File: config.mk
export PLATFORM = sky130hd
export DESIGN_NAME = spi_byte_master
export DESIGN_NICKNAME = d
export VERILOG_FILES = /design/src/rtl/spi_bm_pkg.sv /design/src/rtl/spi_bm_regs.sv /design/src/rtl/spi_bm_clkdiv.sv /design/src/rtl/spi_bm_shifter.sv /design/src/rtl/spi_byte_master.sv
export SDC_FILE = /design/constraint.sdc
export NUM_CORES = 1
export LEC_CHECK = 0
export CELL_PAD_IN_SITES_DETAIL_PLACEMENT = 0
export CELL_PAD_IN_SITES_GLOBAL_PLACEMENT = 1
export CORE_MARGIN = 2
export CORE_UTILIZATION = 34
export CTS_CLUSTER_DIAMETER = 30
export DETAILED_ROUTE_END_ITERATION = 7
export PLACE_DENSITY_LB_ADDON = 0.1
export SYNTH_ARGS = -nofsm -noshare
export SYNTH_HDL_FRONTEND = slang
export SYNTH_SLANG_ARGS = --single-unit
File: constraint.sdc
create_clock -name clk -period 1.9 [get_ports clk]
set_input_delay 0.285 -clock clk [delete_from_list [all_inputs] [get_ports clk]]
set_output_delay 0.285 -clock clk [all_outputs]
set_load 0.005 [all_outputs]
File: src/rtl/spi_bm_pkg.sv
package spi_bm_pkg;

   // control word bit positions that software and the shifter both depend on
   localparam int CTRL_START_POS = 1;
   localparam int CTRL_LOOP_POS  = 3;

   // word index (byte offset / 4) of each register
   localparam int WORD_CTRL = 0;
   localparam int WORD_DATA = 1;

   typedef enum logic {
      XS_IDLE = 1'b0,
      XS_RUN  = 1'b1
   } xfer_state_e;

endpackage

File: src/rtl/spi_bm_regs.sv
module spi_bm_regs
   import spi_bm_pkg::*;
#(
   parameter int DATA_W    = 32,
   parameter int ADDR_W    = 3,
   parameter int NUM_CS    = 3,
   parameter int DIV_W     = 5,
   parameter int XFER_BITS = 8,
   parameter int DIV_RESET = 0
) (
   input  logic                 clk,
   input  logic                 rst_n,
   input  logic                 sel,
   input  logic                 we,
   input  logic [ADDR_W-1:0]    addr,
   input  logic [DATA_W-1:0]    wdata,
   output logic [DATA_W-1:0]    rdata,
   input  logic                 busy,
   input  logic                 done,
   input  logic [XFER_BITS-1:0] rx_byte,
   output logic [NUM_CS-1:0]    cs_lvl,
   output logic [DIV_W-1:0]     div,
   output logic                 loop_en,
   output logic                 start,
   output logic [XFER_BITS-1:0] tx_byte
);

   localparam int WORD_W = ADDR_W - 2;
   localparam int DIV_LO = DATA_W - DIV_W;

   generate
      if (WORD_W < 1) begin : g_bad_addr
         $error("spi_bm_regs: ADDR_W must be at least 3");
      end
      if (2 * NUM_CS - 1 >= DIV_LO) begin : g_bad_cs
         $error("spi_bm_regs: chip-select bits overlap the divider field");
      end
      if (XFER_BITS > DATA_W || XFER_BITS < 2) begin : g_bad_bits
         $error("spi_bm_regs: XFER_BITS out of range");
      end
   endgenerate

   logic [WORD_W-1:0] word;
   logic              hit_ctrl;
   logic              hit_data;
   logic              wr_ctrl;
   logic              wr_data;

   assign word     = addr[ADDR_W-1:2];
   assign hit_ctrl = sel && (word == WORD_W'(WORD_CTRL));
   assign hit_data = sel && (word == WORD_W'(WORD_DATA));
   assign wr_ctrl  = hit_ctrl && we;
   assign wr_data  = hit_data && we;
   assign start    = wr_ctrl && wdata[CTRL_START_POS] && !busy;

   // chip-select levels: one flop per line, sourced from even control bits
   logic [NUM_CS-1:0] cs_q;
   genvar gi;
   generate
      for (gi = 0; gi < NUM_CS; gi++) begin : g_cs
         always_ff @(posedge clk) begin
            if (!rst_n) begin
               cs_q[gi] <= 1'b1;
            end else if (wr_ctrl) begin
               cs_q[gi] <= wdata[2*gi];
            end
         end
      end
   endgenerate

   logic [DIV_W-1:0] div_q;
   logic             loop_q;

   always_ff @(posedge clk) begin
      if (!rst_n) begin
         div_q  <= DIV_W'(DIV_RESET);
         loop_q <= 1'b0;
      end else if (wr_ctrl) begin
         div_q  <= wdata[DATA_W-1:DIV_LO];
         loop_q <= wdata[CTRL_LOOP_POS];
      end
   end

   // one byte of storage: outgoing byte before a transfer, received byte after
   logic [XFER_BITS-1:0] data_q;

   always_ff @(posedge clk) begin
      if (!rst_n) begin
         data_q <= '0;
      end else if (done) begin
         data_q <= rx_byte;
      end else if (wr_data && !busy) begin
         data_q <= wdata[XFER_BITS-1:0];
      end
   end

   logic [DATA_W-1:0] ctrl_view;

   always_comb begin
      ctrl_view = '0;
      for (int i = 0; i < NUM_CS; i++) begin
         ctrl_view[2*i] = cs_q[i];
      end
      ctrl_view[CTRL_START_POS]      = busy;
      ctrl_view[CTRL_LOOP_POS]       = loop_q;
      ctrl_view[DATA_W-1:DIV_LO]     = div_q;
   end

   always_comb begin
      if (hit_ctrl && !we) begin
         rdata = ctrl_view;
      end else if (hit_data && !we) begin
         rdata = {{(DATA_W-XFER_BITS){1'b0}}, data_q};
      end else begin
         rdata = '0;
      end
   end

   assign cs_lvl  = cs_q;
   assign div     = div_q;
   assign loop_en = loop_q;
   assign tx_byte = data_q;

endmodule

File: src/rtl/spi_bm_clkdiv.sv
module spi_bm_clkdiv #(
   parameter int DIV_W = 5
) (
   input  logic             clk,
   input  logic             rst_n,
   input  logic             run,
   input  logic             restart,
   input  logic [DIV_W-1:0] div,
   output logic             tick
);

   generate
      if (DIV_W < 1) begin : g_bad_div
         $error("spi_bm_clkdiv: DIV_W must be positive");
      end
   endgenerate

   logic [DIV_W-1:0] cnt_q;

   // tick marks the last reference cycle of an SCK half period
   assign tick = run && (cnt_q == div);

   always_ff @(posedge clk) begin
      if (!rst_n) begin
         cnt_q <= '0;
      end else if (restart || tick) begin
         cnt_q <= '0;
      end else if (run) begin
         cnt_q <= cnt_q + DIV_W'(1);
      end
   end

endmodule

File: src/rtl/spi_bm_shifter.sv
module spi_bm_shifter
   import spi_bm_pkg::*;
#(
   parameter int XFER_BITS = 8
) (
   input  logic                 clk,
   input  logic                 rst_n,
   input  logic                 start,
   input  logic [XFER_BITS-1:0] tx_byte,
   input  logic                 tick,
   input  logic                 loop_en,
   input  logic                 miso,
   output logic                 sck,
   output logic                 mosi,
   output logic                 busy,
   output logic                 done,
   output logic [XFER_BITS-1:0] rx_byte
);

   localparam int EDGES = 2 * XFER_BITS;
   localparam int EC_W  = $clog2(EDGES);
   localparam logic [EC_W-1:0] LAST_EDGE = EC_W'(EDGES - 1);

   xfer_state_e          state_q;
   logic                 sck_q;
   logic [EC_W-1:0]      edge_q;
   logic [XFER_BITS-1:0] tx_sh;
   logic [XFER_BITS-1:0] rx_sh;
   logic                 rx_in;

   assign rx_in = loop_en ? tx_sh[XFER_BITS-1] : miso;
   assign done  = (state_q == XS_RUN) && tick && sck_q && (edge_q == LAST_EDGE);

   always_ff @(posedge clk) begin
      if (!rst_n) begin
         state_q <= XS_IDLE;
         sck_q   <= 1'b0;
         edge_q  <= '0;
         tx_sh   <= '0;
         rx_sh   <= '0;
      end else begin
         case (state_q)
            XS_IDLE: begin
               if (start) begin
                  state_q <= XS_RUN;
                  sck_q   <= 1'b0;
                  edge_q  <= '0;
                  tx_sh   <= tx_byte;
                  rx_sh   <= '0;
               end
            end
            XS_RUN: begin
               if (tick) begin
                  edge_q <= edge_q + EC_W'(1);
                  if (!sck_q) begin
                     sck_q <= 1'b1;
                     rx_sh <= {rx_sh[XFER_BITS-2:0], rx_in};
                  end else begin
                     sck_q <= 1'b0;
                     tx_sh <= {tx_sh[XFER_BITS-2:0], 1'b0};
                     if (edge_q == LAST_EDGE) begin
                        state_q <= XS_IDLE;
                     end
                  end
               end
            end
            default: state_q <= XS_IDLE;
         endcase
      end
   end

   assign sck     = sck_q;
   assign mosi    = tx_sh[XFER_BITS-1];
   assign busy    = (state_q == XS_RUN);
   assign rx_byte = rx_sh;

endmodule

File: src/rtl/spi_byte_master.sv
module spi_byte_master #(
   parameter int DATA_W    = 32,
   parameter int ADDR_W    = 3,
   parameter int NUM_CS    = 3,
   parameter int DIV_W     = 5,
   parameter int XFER_BITS = 8,
   parameter int DIV_RESET = 0
) (
   input  logic              clk,
   input  logic              rst_n,
   input  logic              bus_sel,
   input  logic              bus_we,
   input  logic [ADDR_W-1:0] bus_addr,
   input  logic [DATA_W-1:0] bus_wdata,
   output logic [DATA_W-1:0] bus_rdata,
   output logic              spi_sck,
   output logic              spi_mosi,
   input  logic              spi_miso,
   output logic [NUM_CS-1:0] spi_cs_lvl
);

   generate
      if (DIV_RESET >= (1 << DIV_W)) begin : g_bad_reset_div
         $error("spi_byte_master: DIV_RESET does not fit in DIV_W bits");
      end
   endgenerate

   logic                 busy_w;
   logic                 done_w;
   logic                 start_w;
   logic                 tick_w;
   logic                 loop_w;
   logic [DIV_W-1:0]     div_w;
   logic [XFER_BITS-1:0] tx_w;
   logic [XFER_BITS-1:0] rx_w;

   spi_bm_regs #(
      .DATA_W    (DATA_W),
      .ADDR_W    (ADDR_W),
      .NUM_CS    (NUM_CS),
      .DIV_W     (DIV_W),
      .XFER_BITS (XFER_BITS),
      .DIV_RESET (DIV_RESET)
   ) u_regs (
      .clk     (clk),
      .rst_n   (rst_n),
      .sel     (bus_sel),
      .we      (bus_we),
      .addr    (bus_addr),
      .wdata   (bus_wdata),
      .rdata   (bus_rdata),
      .busy    (busy_w),
      .done    (done_w),
      .rx_byte (rx_w),
      .cs_lvl  (spi_cs_lvl),
      .div     (div_w),
      .loop_en (loop_w),
      .start   (start_w),
      .tx_byte (tx_w)
   );

   spi_bm_clkdiv #(
      .DIV_W (DIV_W)
   ) u_div (
      .clk     (clk),
      .rst_n   (rst_n),
      .run     (busy_w),
      .restart (start_w),
      .div     (div_w),
      .tick    (tick_w)
   );

   spi_bm_shifter #(
      .XFER_BITS (XFER_BITS)
   ) u_shift (
      .clk     (clk),
      .rst_n   (rst_n),
      .start   (start_w),
      .tx_byte (tx_w),
      .tick    (tick_w),
      .loop_en (loop_w),
      .miso    (spi_miso),
      .sck     (spi_sck),
      .mosi    (spi_mosi),
      .busy    (busy_w),
      .done    (done_w),
      .rx_byte (rx_w)
   );

endmodule

* Word level (Yosys, flattened, before mapping)
Cells that the tools add are included.
** Operators by class
- Add/subtract/negate cells :: 2
- Eq/ne operators :: 6
- Muxes and demuxes :: 25
- Bitwise operators :: 3
- Reductions and logical operators :: 21
** Operators with widths (number)
- 2-to-1 mux 8 bit :: 9
- 2-to-1 mux 32 bit :: 1
- one-hot mux 8 bit (2 select lines) :: 2
- logical AND 1 bit :: 13
- 2-to-1 mux 1 bit :: 8
- 2-to-1 mux 4 bit :: 2
- inequality test 2 bit, second input constant :: 4
- one-hot mux 4 bit (2 select lines) :: 1
- AND reduction 3 bit :: 2
- adder 5 x 1 -> 5 bit, second input constant :: 1
- == test 5 bit :: 1
- adder 4 x 1 -> 4 bit, second input constant :: 1
- == test 4 bit, second input constant :: 1
- one-hot mux 1 bit (2 select lines) :: 2
- NOT 1 bit :: 3
- zero test 1 bit :: 2
- AND reduction 2 bit :: 1
- nonzero test 2 bit :: 1
- OR reduction 2 bit :: 1
- logical OR 1 bit :: 1
** Storage, ports and cells
- Bits in registers :: 44
- Word-level logic and storage cells :: 69

* Longest topological paths before layout
- Depth after elaboration :: 7
- Mapped depth :: 6
- Gate-level depth less buffers :: 4

* Cells and area by module
Synthesis repeated with hierarchy kept, for this count alone.
** Unflattened totals
- Cell total of the unflattened synthesis :: 258
- Area, all modules :: 2314.7 µm²
** By module, submodules not included
- spi_bm_shifter :: times used 1, cells each 110, area each 1028.5 µm², sequential area each 440.4 µm²
- spi_bm_regs :: times used 1, cells each 119, area each 985.9 µm², sequential area each 340.3 µm²
- spi_bm_clkdiv :: times used 1, cells each 29, area each 300.3 µm², sequential area each 100.1 µm²

* Worst setup path before layout
No wires, ideal clock.
- Kind :: reg2reg
- Start :: register u_div.cnt_q[1]
- End :: register u_shift.edge_q[3]
- Arrival :: 1460 ps
- Data required time :: 1830 ps
- Setup slack :: 370 ps
- Stages on the path, launching flop included :: 6
- Buffers on the path :: 1
- Clock period less this slack :: 1530 ps
- Cells stage by stage :: dfxtp_1 xnor2_1 nand4_2 buf_6 or4_1 a21boi_1
** Between the ends
- Longest elaborated chain between the ends :: 4
** Ends and longest elaborated chain
- start, declared :: line spi_bm_clkdiv.sv:18 : logic [DIV_W-1:0] cnt_q;
- start signal, assigned :: line spi_bm_clkdiv.sv:29 : cnt_q <= cnt_q + DIV_W'(1);
- == test 5 bit :: line spi_bm_clkdiv.sv:21 : assign tick = run && (cnt_q == div);
- logical AND 1 bit :: line spi_bm_clkdiv.sv:21
- inequality test 2 bit (no line)
- AND reduction 2 bit (no line)
- end signal, assigned :: line spi_bm_shifter.sv:54 : edge_q <= edge_q + EC_W'(1);
- end, declared :: line spi_bm_shifter.sv:26 : logic [EC_W-1:0] edge_q;
Every way passes these cells.
A chain may end at the register's enable or synchronous reset.

* Final worst setup path
- Start :: input bus_sel
- End :: output bus_rdata[31]
** Between the ends
- Longest elaborated chain between the ends :: 3
** Ends and longest elaborated chain
- start, declared :: line spi_byte_master.sv:11 : input logic bus_sel,
- logical AND 1 bit :: line spi_bm_regs.sv:50 : assign hit_ctrl = sel && (word == WORD_W'(WORD_CTRL));
- logical AND 1 bit :: line spi_bm_regs.sv:110 : if (hit_ctrl && !we) begin
- 2-to-1 mux 32 bit :: line spi_bm_regs.sv:110
- end, declared :: line spi_byte_master.sv:15 : output logic [DATA_W-1:0] bus_rdata,
Every way passes these cells.

==> out/metrics.yaml <==
status: "complete, no violations"
power.density_nw_per_um2: 736
leakagePower_uw: 0.00114
cts_root_buffer: "clkbuf_8"
hold_violations: 0
syn2layout_area_growth_pct: 27.3
netlist_instances: 261
vias: 1807
required_ps: 1620
cp-startpoint: "bus_sel"
rows: 30
critPathMaxFanout: 5
antenna_found_initial: 0
drc_errors: 0
grt_pass1_vias: 1783
cp-start-kind: "input pin"
period_needed_ps: 1780
grt_pass1_wl_um: 8870
peakVddDrop_mv: 0.314
dieHeight_um: 87.1
core_sq_um: 6720
detailed_place.area_sq_um: 2800
setup_slack_ps: 119
fin_skew_ps: 10.7
tns_ps: 0
critPathKind: "in -> out"
route.detailed.vias_per_inst: 4.65
synthDistinctLibCells: 40
finalNonFillerCells: 389
r2r-start: "u_div.cnt_q[0]"
power_frac_comb: 0.108
fmax_mhz: 562
gp_congestion: 0.719
sw_frac_of_total: 0.219
placed_cells: 379
h-tree-depth: 2
final_common_cell: "nand2_1"
p_total_uw: 2200
first_iter_violations: 58
grt-ovfl-total: 0
avgSynthCellArea_sq_um: 8.99
cts_max_path_buffers: 2
slew_viol_final: 0
diodes: 0
maxCapViolations: 0
clock-sinks: 44
wirelength_um: 5320
grt_max_degree: 36
cts_buffers: 5
drive_gt1_frac: 0.146
syn-cell-area_sq_um: 2350
insertion_delay_ps: 310
p_seq_frac: 0.434
boundaryPins: 77
worstHoldStart: "u_shift.tx_sh[6]"
start_util: 0.349
report.final.setup_viol: 0
die_x_um: 87.1
die_area_sq_um: 7580
firstDrtPassIters: 4
grt_use_total: 0.150
power_frac_clock: 0.458
post-dp-hpwl_um: 3910
yosys_warnings: 0
switchingPower_uw: 480
place_ws_ps: -219
p_int_uw: 1720
routedWlPerCell_um: 13.7
rsz0062_at_grt: "no"
synth-seq-cells: 44
worstPathArrival_ps: 1500
cp-end-kind: "output pin"
stdcell_area_sq_um: 2990
seq_area_frac_synth: 0.375
fin_nets: 350
cts_tree: "built"
period_share: 0.937
port_buffers: 36
hold_class: "reg -> reg"
cts.clk_slew.worst_paths_ps: 90
cts_hold_buf: 0
postRouteAntennaNets: 0
mostFrequentLayoutCells: "47 x nand2_1, 44 x dfxtp_1, 38 x mux2i_1, 33 x clkdlybuf4s50_1, 19 x conb_1"
## cell families after synthesis
kind of cell / Yosys count / share of synthesized area
XOR/XNOR: 9 / 0.0336
multiplexers: 47 / 0.205
AO/OA/AOI/OAI: 22 / 0.0714
flip-flops: 44 / 0.375
other: 1 / 0.00160
buffers and inverters: 37 / 0.0960
adder cells (fa/ha/maj): 2 / 0.0107
AND/OR/NAND/NOR: 99 / 0.206
## path summary, 6_finish.rpt
| kind | slack [ps] | to | depth (start not counted) |
|---|---|---|---|
| hold / removal | 460 | u_shift.tx_sh[6] | 2 |
| setup reg to reg | 170 | u_shift.edge_q[3] | 4 |
| hold reg to reg | 460 | u_shift.tx_sh[6] | 2 |
| setup / recovery | 120 | bus_rdata[31] | 5 |
## area by class of cell
class,instances,area (sq um)
fillers,668,3730
inverters,3,11.3
flip-flops and latches,44,881
multi-input cells,198,1320
clock inverters,3,90.1
repair buffers,56,520
well taps,80,100
clock buffers,5,68.8
## power groups by stage
stage | clock network [uW] | registers [uW] | logic (uW)
global placement | 0 | 977 | 234
global route | 1070 | 959 | 261
finish | 1010 | 955 | 237
floorplan | 0 | 971 | 161
CTS | 1030 | 956 | 236
detailed placement | 0 | 977 | 233
## per-stage QoR
step                       util  hold WS [ps]
after floorplan               -           410
after global placement    0.416           440
after detailed placement  0.416           445
after CTS                 0.442           457
after global routing      0.445           497
final                     0.445           457
## Yosys cell counts, drive strengths merged
master,n,share of area
nand2,47,0.075
dfxtp,44,0.38
mux2i,38,0.16
buf,27,0.080
nor2,16,0.026
mux2,9,0.043
o211ai,9,0.029
nand2b,8,0.021
and2,7,0.019
clkbuf,7,0.011
xnor2,6,0.022
nand4,5,0.016
a21oi,3,0.0064
and3,3,0.0080
o31ai,3,0.015
xor2,3,0.011
a21boi,2,0.0064
ha,2,0.011
inv,2,0.0032
nand3b,2,0.0064
nor3,2,0.0043
o22ai,2,0.0053
or4,2,0.0064
a221oi,1,0.0037
and4,1,0.0043
and4bb,1,0.0053
clkinv,1,0.0016
conb,1,0.0016
nand3,1,0.0021
nand4b,1,0.0037
nor2b,1,0.0027
nor3b,1,0.0032
o21a,1,0.0032
o21ai,1,0.0021
or3,1,0.0032
## worst max-delay path, cell delays in order
cell	delay, ps
clkdlybuf4s15_1	250
nor3b_2	190
buf_4	150
and2_1	130
clkdlybuf4s50_1	490
## registers in the layout (all words and copies together), names as in the netlist
| name | cells |
|---|---|
| u_regs.cs_lvl | 3 |
| u_shift.edge_q | 4 |
| u_regs.tx_byte | 8 |
| u_shift.sck | 1 |
| u_shift.busy | 1 |
| u_div.cnt_q | 5 |
| u_shift.tx_sh | 8 |
| u_shift.rx_byte | 8 |
| u_regs.div | 5 |
| u_regs.loop_en | 1 |
## what timing repair did
item | in CTS | in global routing
pin swaps | 0 | 2
resized for setup | 6 | 4
buffers inserted | 1 | 1
endpoints found under the hold margin | 0 | 0
endpoints found under the setup margin | 13 | 19
## per-layer routing
metal	GRT usage	vias to the layer above	share of wire
met1	0.219	826	0.53
li1	-	947	-
met2	0.215	29	0.42
met3	0.0427	5	0.035
met4	0.0378	0	0.0096
met5	0	-	0
No activity file was read; power rests on OpenSTA's default activity.
